**src/rtl/pbuf_pkg.sv**
```systemverilog
package pbuf_pkg;
  localparam int CTRL_DIR_BIT   = 7;
  localparam int CTRL_INC_BIT   = 6;
  localparam int CTRL_CARRY_BIT = 5;

  typedef struct packed {
    logic rd_dir;
    logic auto_inc;
    logic carry_pg;
  } ptr_ctrl_t;

  function automatic logic [1:0] step_size(input logic bus16, input logic word_mode);
    return (bus16 || word_mode) ? 2'd2 : 2'd1;
  endfunction
endpackage

```
**src/rtl/pbuf_offset.sv**
```systemverilog
module pbuf_offset #(
  parameter int OFS_W_SM = 8,
  parameter int OFS_W_LG = 9
) (
  input  logic                clk,
  input  logic                rst,
  input  logic                pg_large,
  input  logic                load,
  input  logic [OFS_W_LG-1:0] load_val,
  input  logic                adv,
  input  logic [1:0]          step,
  output logic [OFS_W_LG-1:0] ofs_q,
  output logic [OFS_W_LG-1:0] ofs_next,
  output logic                carry
);
  localparam logic [OFS_W_LG-1:0] MASK_SM = OFS_W_LG'((2**OFS_W_SM) - 1);

  logic [OFS_W_LG-1:0] ofs_mask;
  logic [OFS_W_LG:0]   sum;

  always_comb begin
    ofs_mask = pg_large ? '1 : MASK_SM;
    sum      = {1'b0, ofs_q} + {{(OFS_W_LG-1){1'b0}}, step};
    carry    = adv && (pg_large ? sum[OFS_W_LG] : sum[OFS_W_SM]);
    if (load)
      ofs_next = load_val & ofs_mask;
    else if (adv)
      ofs_next = sum[OFS_W_LG-1:0] & ofs_mask;
    else
      ofs_next = ofs_q;
  end

  always_ff @(posedge clk) begin
    if (rst) ofs_q <= '0;
    else     ofs_q <= ofs_next;
  end

  // an advance always moves the offset
  a_r8_moves: assert property (@(posedge clk) disable iff (rst)
    adv && !load |=> ofs_q != $past(ofs_q));

  // offset loaded in small-page mode has no bits above the page width
  a_r3_masked: assert property (@(posedge clk) disable iff (rst)
    load && !pg_large |=> ofs_q[OFS_W_LG-1:OFS_W_SM] == '0);
endmodule

```
**src/rtl/pbuf_regs.sv**
```systemverilog
module pbuf_regs import pbuf_pkg::*; #(
  parameter int PAGE_FW = 5
) (
  input  logic               clk,
  input  logic               rst,
  input  logic               ctrl_wr,
  input  logic               ofs_wr,
  input  logic [7:0]         wbyte,
  input  logic [PAGE_FW-1:0] page_mask,
  input  logic               carry_in,
  output ptr_ctrl_t          ctrl_q,
  output ptr_ctrl_t          ctrl_next,
  output logic [PAGE_FW-1:0] page_q,
  output logic [PAGE_FW-1:0] page_next
);
  logic armed_q;

  always_comb begin
    ctrl_next = ctrl_q;
    page_next = page_q;
    if (carry_in && ctrl_q.carry_pg)
      page_next = (page_q + PAGE_FW'(1)) & page_mask;
    if (ctrl_wr) begin
      ctrl_next.rd_dir   = wbyte[CTRL_DIR_BIT];
      ctrl_next.auto_inc = wbyte[CTRL_INC_BIT];
      ctrl_next.carry_pg = wbyte[CTRL_CARRY_BIT];
      if (armed_q)
        page_next = wbyte[PAGE_FW-1:0] & page_mask;
    end
  end

  always_ff @(posedge clk) begin
    if (rst) begin
      ctrl_q  <= '0;
      page_q  <= '0;
      armed_q <= 1'b0;
    end else begin
      ctrl_q <= ctrl_next;
      page_q <= page_next;
      if (ofs_wr)       armed_q <= 1'b1;
      else if (ctrl_wr) armed_q <= 1'b0;
    end
  end

  // a control write without a prior offset write keeps the page
  a_r4_page_ignored: assert property (@(posedge clk) disable iff (rst)
    ctrl_wr && !armed_q && !carry_in |=> $stable(page_q));

  // a control write consumes the permission
  a_r4_disarm: assert property (@(posedge clk) disable iff (rst)
    ctrl_wr |=> !armed_q);

  // a fold-back overflow keeps the page
  a_r10_same_page: assert property (@(posedge clk) disable iff (rst)
    carry_in && !ctrl_q.carry_pg && !ctrl_wr |=> $stable(page_q));
endmodule

```
**src/rtl/pbuf_addr_ptr.sv**
```systemverilog
module pbuf_addr_ptr import pbuf_pkg::*; #(
  parameter int ADDR_W   = 13,
  parameter int OFS_W_SM = 8,
  parameter int OFS_W_LG = 9,
  parameter int PAGE_FW  = 5,
  parameter int DATA_W   = 16
) (
  input  logic              clk,
  input  logic              rst,
  input  logic              cfg_bus16,
  input  logic              cfg_word_mode,
  input  logic              cfg_pg_large,
  input  logic              reg_wr,
  input  logic              reg_sel,
  input  logic [DATA_W-1:0] reg_wdata,
  input  logic              data_stb,
  output logic [DATA_W-1:0] ctrl_rdata,
  output logic [DATA_W-1:0] pos_rdata,
  output logic [ADDR_W-1:0] ram_addr,
  output logic              ram_rd,
  output logic              ram_wr
);
  localparam int PG_W_SM = ADDR_W - OFS_W_SM;
  localparam int PG_W_LG = ADDR_W - OFS_W_LG;
  localparam logic [PAGE_FW-1:0] PMASK_SM = PAGE_FW'((2**PG_W_SM) - 1);
  localparam logic [PAGE_FW-1:0] PMASK_LG = PAGE_FW'((2**PG_W_LG) - 1);

  logic                ofs_wr, ctrl_wr, adv, carry;
  logic [1:0]          step;
  logic [PAGE_FW-1:0]  page_mask, page_q, page_next;
  logic [OFS_W_LG-1:0] ofs_q, ofs_next;
  logic [ADDR_W-1:0]   pg_ext, addr_now;
  ptr_ctrl_t           ctrl_q, ctrl_next;

  assign ofs_wr    = reg_wr && reg_sel;
  assign ctrl_wr   = reg_wr && !reg_sel;
  assign adv       = data_stb && ctrl_q.auto_inc && !ofs_wr;
  assign step      = step_size(cfg_bus16, cfg_word_mode);
  assign page_mask = cfg_pg_large ? PMASK_LG : PMASK_SM;

  pbuf_offset #(.OFS_W_SM(OFS_W_SM), .OFS_W_LG(OFS_W_LG)) u_ofs (
    .clk      (clk),
    .rst      (rst),
    .pg_large (cfg_pg_large),
    .load     (ofs_wr),
    .load_val (reg_wdata[OFS_W_LG-1:0]),
    .adv      (adv),
    .step     (step),
    .ofs_q    (ofs_q),
    .ofs_next (ofs_next),
    .carry    (carry)
  );

  pbuf_regs #(.PAGE_FW(PAGE_FW)) u_regs (
    .clk       (clk),
    .rst       (rst),
    .ctrl_wr   (ctrl_wr),
    .ofs_wr    (ofs_wr),
    .wbyte     (reg_wdata[7:0]),
    .page_mask (page_mask),
    .carry_in  (carry),
    .ctrl_q    (ctrl_q),
    .ctrl_next (ctrl_next),
    .page_q    (page_q),
    .page_next (page_next)
  );

  always_comb begin
    pg_ext = ADDR_W'(page_q & page_mask);
    if (cfg_pg_large)
      addr_now = (pg_ext << OFS_W_LG) | ADDR_W'(ofs_q);
    else
      addr_now = (pg_ext << OFS_W_SM) | ADDR_W'(ofs_q[OFS_W_SM-1:0]);
  end

  always_ff @(posedge clk) begin
    if (rst) begin
      ram_addr   <= '0;
      ram_rd     <= 1'b0;
      ram_wr     <= 1'b0;
      ctrl_rdata <= '0;
      pos_rdata  <= '0;
    end else begin
      ram_rd     <= data_stb && ctrl_q.rd_dir;
      ram_wr     <= data_stb && !ctrl_q.rd_dir;
      if (data_stb) ram_addr <= addr_now;
      ctrl_rdata <= DATA_W'({ctrl_next, page_next});
      pos_rdata  <= DATA_W'(ofs_next);
    end
  end

  // every access yields exactly one strobe
  a_r6_one_strobe: assert property (@(posedge clk) disable iff (rst)
    data_stb |=> (ram_rd != ram_wr));

  // no strobe without an access
  a_r6_idle: assert property (@(posedge clk) disable iff (rst)
    !data_stb |=> !ram_rd && !ram_wr);

  // address holds between accesses
  a_r6_addr_hold: assert property (@(posedge clk) disable iff (rst)
    !data_stb |=> $stable(ram_addr));

  // reserved readback bits stay zero
  a_r2_reserved: assert property (@(posedge clk) disable iff (rst)
    ctrl_rdata[DATA_W-1:8] == '0);
endmodule

```
**config.mk**
```make
export PLATFORM = sky130hd
export DESIGN_NAME = pbuf_addr_ptr
export DESIGN_NICKNAME = d
export VERILOG_FILES = /design/src/rtl/pbuf_pkg.sv /design/src/rtl/pbuf_offset.sv /design/src/rtl/pbuf_regs.sv /design/src/rtl/pbuf_addr_ptr.sv
export SDC_FILE = /design/constraint.sdc
export NUM_CORES = 1
export LEC_CHECK = 0
export ABC_AREA = 1
export BUFFER_PORTS_ARGS = -buffer_cell sky130_fd_sc_hd__buf_2
export CAP_MARGIN = 20
export CORE_UTILIZATION = 49
export CTS_CLUSTER_DIAMETER = 200
export DETAILED_ROUTE_END_ITERATION = 8
export HOLD_SLACK_MARGIN = 0.03
export PLACE_DENSITY_LB_ADDON = 0.15
export REMOVE_ABC_BUFFERS = 1
export SLEW_MARGIN = 10
export SYNTH_ARGS = -nofsm -noshare
export SYNTH_HDL_FRONTEND = slang
export SYNTH_SLANG_ARGS = --single-unit
```
**constraint.sdc**
```tcl
create_clock -name clk -period 2.8 [get_ports clk]
set_clock_uncertainty 0.2 [all_clocks]
set_input_delay 0 -clock clk [delete_from_list [all_inputs] [get_ports clk]]
set_output_delay 0 -clock clk [all_outputs]
set_load 0.02 [all_outputs]
```
Word level (Yosys, flattened, before mapping)
Index checks and enable logic that the tools add are counted.
- register bits after elaboration: 56
- input port bits: 24
- output and inout port bits: 47
- word-level logic and storage cells: 47
- add/sub/neg operators: 2
- multiplexer cells: 13
- bitwise logic cells: 7
- reductions and logical operators: 13
- operator list (operator ; count):
    $mux 9 ; 3
    $mux 5 ; 4
    $and 9x9->9 ; 2
    $and 5x5->5 ; 3
    $mux 13 ; 1
    $or 13x8->13 ; 1
    $or 13x9->13 ; 1
    $add 9x2->10 ; 1
    $logic_and 1x1->1 ; 8
    $add 5x1->5 const B ; 1
    $logic_not 1->1 ; 3
    $mux 1 ; 3
    $mux 3 ; 1
    $mux 2 ; 1
    $reduce_bool 2->1 ; 1
    $logic_or 1x1->1 ; 1

Logic depth before layout (Yosys ltp)
- word-level depth: 9
- gate-level depth with buffers: 14
- gate-level depth less buffers: 14

Cells and area by module
Synthesis repeated with hierarchy kept, for this count alone.
- cells, all modules: 355
- area, all modules: 2447.3 µm²
- by module, submodules not included (module ; instances ; cells an instance ; area each (µm²) ; sequential area each (µm²)):
    pbuf_addr_ptr ; 1 ; 162 ; 1226.2 ; 640.6
    pbuf_offset ; 1 ; 114 ; 704.4 ; 180.2
    pbuf_regs ; 1 ; 79 ; 516.7 ; 180.2

Least setup slack after synthesis
Ideal clock, no wire load.
- path kind: register to register
- from: reg u_ofs.ofs_q[0]
- to: reg ctrl_rdata[4]
- setup time: 0.109 ns
- arrival time: 1.673 ns
- data required time: 2.491 ns
- path slack: 0.818 ns
- stages on the path, launching flop included: 13
- buffers on the path: 0
- clock period less this slack: 1.982 ns
- cell sequence: dfxtp_1 -> ha_1 -> fa_1 -> nand2_2 -> nor2_4 -> nand2_1 -> nand2_2 -> nand3_2 -> nand4_1 -> nand2_1 -> nand3_1 -> nand2_1 -> inv_1
- longest elaborated chain between the ends: 7
- ends and longest elaborated chain (element ; RTL line ; RTL):
    from (decl) ; pbuf_offset.sv:12 ; output logic [OFS_W_LG-1:0] ofs_q,
    from (signal assigned) ; pbuf_offset.sv:35 ; else ofs_q <= ofs_next;
    $add 9x2->10 (*) ; pbuf_offset.sv:23 ; sum = {1'b0, ofs_q} + {{(OFS_W_LG-1){1'b0}}, step};
    $mux 1 (*) ; pbuf_offset.sv:24 ; carry = adv && (pg_large ? sum[OFS_W_LG] : sum[OFS_W_SM]);
    $logic_and 1x1->1 (*) ; pbuf_offset.sv:24 ;
    $logic_and 1x1->1 (*) ; pbuf_regs.sv:21 ; if (carry_in && ctrl_q.carry_pg)
    $mux 5 (*) ; pbuf_regs.sv:21 ;
    $mux 5 ; pbuf_regs.sv:27 ; if (armed_q)
    $mux 5 (*) ; pbuf_regs.sv:23 ; if (ctrl_wr) begin
    to (signal assigned) ; pbuf_addr_ptr.sv:87 ; ctrl_rdata <= DATA_W'({ctrl_next, page_next});
    to (decl) ; pbuf_addr_ptr.sv:17 ; output logic [DATA_W-1:0] ctrl_rdata,
Mark *: on every way between the ends. The rest lies on a longest branch, timed or not.
A chain may end at the register's enable or synchronous reset.

==> impl_metrics.ini <==
[global_routing]
use_met3 = 0.0482
gr-usage-all-layers = 0.232
met2_usage = 0.396
grt_max_degree = 21
grt_pass1_vias = 1606
antenna_found_initial = 0
grt_pass1_wl_mm = 7.26
top_usage_layer = met2
grt-ovfl-total = 0
met1_usage = 0.289

[floorplan]
num_rows = 22
die_area_um2 = 4090
core_area_um2 = 3660
die_x_um = 63.9
ios = 71
start_util = 0.513
fp.dieH_um = 63.9

[synthesis]
synth.avg_cell_area_um2 = 7.40
synth-main-ff-cell = dfxtp_1
yosysMostFrequentCell = nand2_1
synth_cells = 254
yosysUniqueCellTypes = 33
synthesis.area_um2 = 1880
synth_largest_area_cell = dfxtp_1
yosys_warnings = 0
async_reset_ff_frac = 0
synthTopCellsByArea = dfxtp_1 (35%), buf_4 (9.2%), nand2_1 (8.0%), nor2_1 (5.8%), a21oi_1 (5.3%)
synth-edff-count = 0
synth-seq-cells = 33
seq_area_frac_synth = 0.352
synth_top_area_share = 0.352
synth_common_cells = nand2_1 (40), dfxtp_1 (33), nor2_1 (29), buf_4 (23)

[sta]
fin_crit_sh = 0.919
finalHoldViolCount = 0
relSlewSlack = 0.651
maxSlewViolCount = 0
rsz0062_at_grt = no
min_period_ps = 2570
setup_ws_ps = 227
final-setup-viol-count = 0
tightest_slew_ps = 523
timing.fmax_mhz = 389
tns_ps = 0

[place]
finalWeightedCongestion = 0.856
dpl_cell_area_um2 = 2020
port_buffers = 48
dp_slack_ps = 638
dpl.hpwl_mm = 2.92

[critical_path]
cp.required_ps = 2820
cpPeakStageDelay_ps = 590
path_cells = dlygate4sd3_1 > buf_2 > inv_1 > o21ai_0 > dlygate4sd3_1 > a21oi_1 > dlygate4sd3_1
startpoint = rst
cp_common_cell = dlygate4sd3_1
endpoint_kind = register
r2r_slack_ps = 390
crit_path_end = ctrl_rdata[7]
worstSetupStartpointType = input port
worstRegToRegCells = 10
crit_buf_inv = 5
r2r_end = u_ofs.ofs_q[8]
critPathSlowestCell = dlygate4sd3_1
critical_path_class = input port to register
r2r-start = u_ofs.ofs_q[0]
critical_path_depth = 7
cp_max_fo = 18
crit_family = buffers and inverters
cp.arrival_ps = 2600

[layout]
final_nets = 346
drive_gt1_frac = 0.232
multi_input_area_um2 = 966
area_growth_pct = 25.1
stdcell_area_um2 = 2350
n_fill_cell = 335
seq_area_um2 = 661
diodes = 0

[detailed_routing]
post_drt_wl_per_cell_um = 11.9
dr_total_vias = 1782
wl_mm = 4.36
postRouteAntennaNets = 0
dr.pass1.iters = 4
via_per_inst = 4.86
drt_iter0_drc = 100
route.detailed.drc = 0

[clock_tree]
cts_tree = done
cts.path.max_buffers = 2
cts_setup_buffers = 0
insertion_delay_ps = 280
cts_root_buf = clkbuf_8
clkTransAtPathRegs_ps = 60
cts.repair.resized = 0
hold_buffers = 25
htreeDepth = 2
cts_buffers = 5
cts_sinks = 33

[pwr]
share_comb_of_total_power = 0.201
pwr-share-seq = 0.484
peakVddDrop_mv = 0.278
p_sw_frac = 0.300
leakagePower_nw = 1.14
p_clk_frac = 0.316
total_power_mw = 1.08
power_switching_uw = 324
power.internal_uw = 755
powerDensity_nw_per_um2 = 459

[worst_hold_path]
hold_depth = 7
hold_path_class = input port to register

[flow_run]
cap_violations = 0

[run_status]
status = finished clean
==> state kept, by name (all words and copies together), names as in the netlist <==
register / count
ctrl_rdata: 8
u_ofs.ofs_q: 9
ram_rd: 1
u_regs.armed_q: 1
ram_addr: 13
ram_wr: 1
==> worst min path at each step <==
stage | startpoint | end | slack, ps
floorplan | rst | u_ofs.ofs_q[0] | -130
global placement | reg_wdata[6] | ctrl_rdata[6] | 50
detailed placement | reg_wdata[6] | ctrl_rdata[6] | 50
CTS | cfg_bus16 | u_ofs.ofs_q[2] | 220
global route | cfg_word_mode | u_ofs.ofs_q[2] | 280
finish | cfg_bus16 | u_ofs.ofs_q[2] | 220
==> layout make-up <==
type                       instances  share of cell area
sequential                        33               0.281
tap                               48              0.0255
timing repair buffer              73               0.209
clock buffer                       8              0.0341
inverter                          23              0.0399
multi-input combinational        182               0.411
==> tightest hold or removal path, cell delays in order <==
cell and delay, ps:
buf_2 70, nor2_1 50, inv_1 90, fa_1 210
nand2_2 80, nand3_1 80, a31oi_1 60
==> through the flow <==
step           utilization  instances  hold WS, ps
2_1_floorplan            -        238         -131
3_3_place_gp         0.552        334         52.1
3_5_place_dp         0.552        334         54.0
4_1_cts              0.642        367          222
5_1_grt              0.642        367          285
6_report             0.642        367          222
==> cell families (layout without fill, tap and decap cells) <==
| kind of cell | after synthesis | count (layout) | share of synthesized area |
|---|---|---|---|
| xor gates and xnor gates | 7 | 7 | 0.0326 |
| other | 1 | 15 | 0.00200 |
| buffers and inverters | 53 | 104 | 0.162 |
| adders and majority gates | 4 | 4 | 0.0306 |
| AOI/OAI and AO/OA | 48 | 48 | 0.135 |
| DFF | 33 | 33 | 0.352 |
| and+or+nand+nor | 108 | 108 | 0.286 |
==> power groups by stage <==
stage                     Clock [mW]  Sequential (mW)  Combinational (mW)
final                          0.340            0.521               0.216
after detailed placement           0            0.532               0.187
after global routing           0.378            0.525               0.239
after CTS                      0.346            0.522               0.215
after floorplan                    0            0.560              0.0922
after global placement             0            0.531               0.186
==> layout by cell type, fill, tap and decap left out, drive strengths merged, types with 3 or more instances in the layout <==
cell type / count
a21oi: 20
a31oi: 5
buf: 48
clkbuf: 8
conb: 15
dfxtp: 33
dlygate4sd3: 25
ha: 3
inv: 22
nand2: 47
nand3: 22
nor2: 35
o21ai: 20
xor2: 5
==> routing by layer <==
layer,share of wire,vias to the layer above
met1,0.46,801
met4,0.012,0
met3,0.053,6
met5,0,-
li1,-,918
met2,0.47,57
No activity file was read; power rests on OpenSTA's default activity.
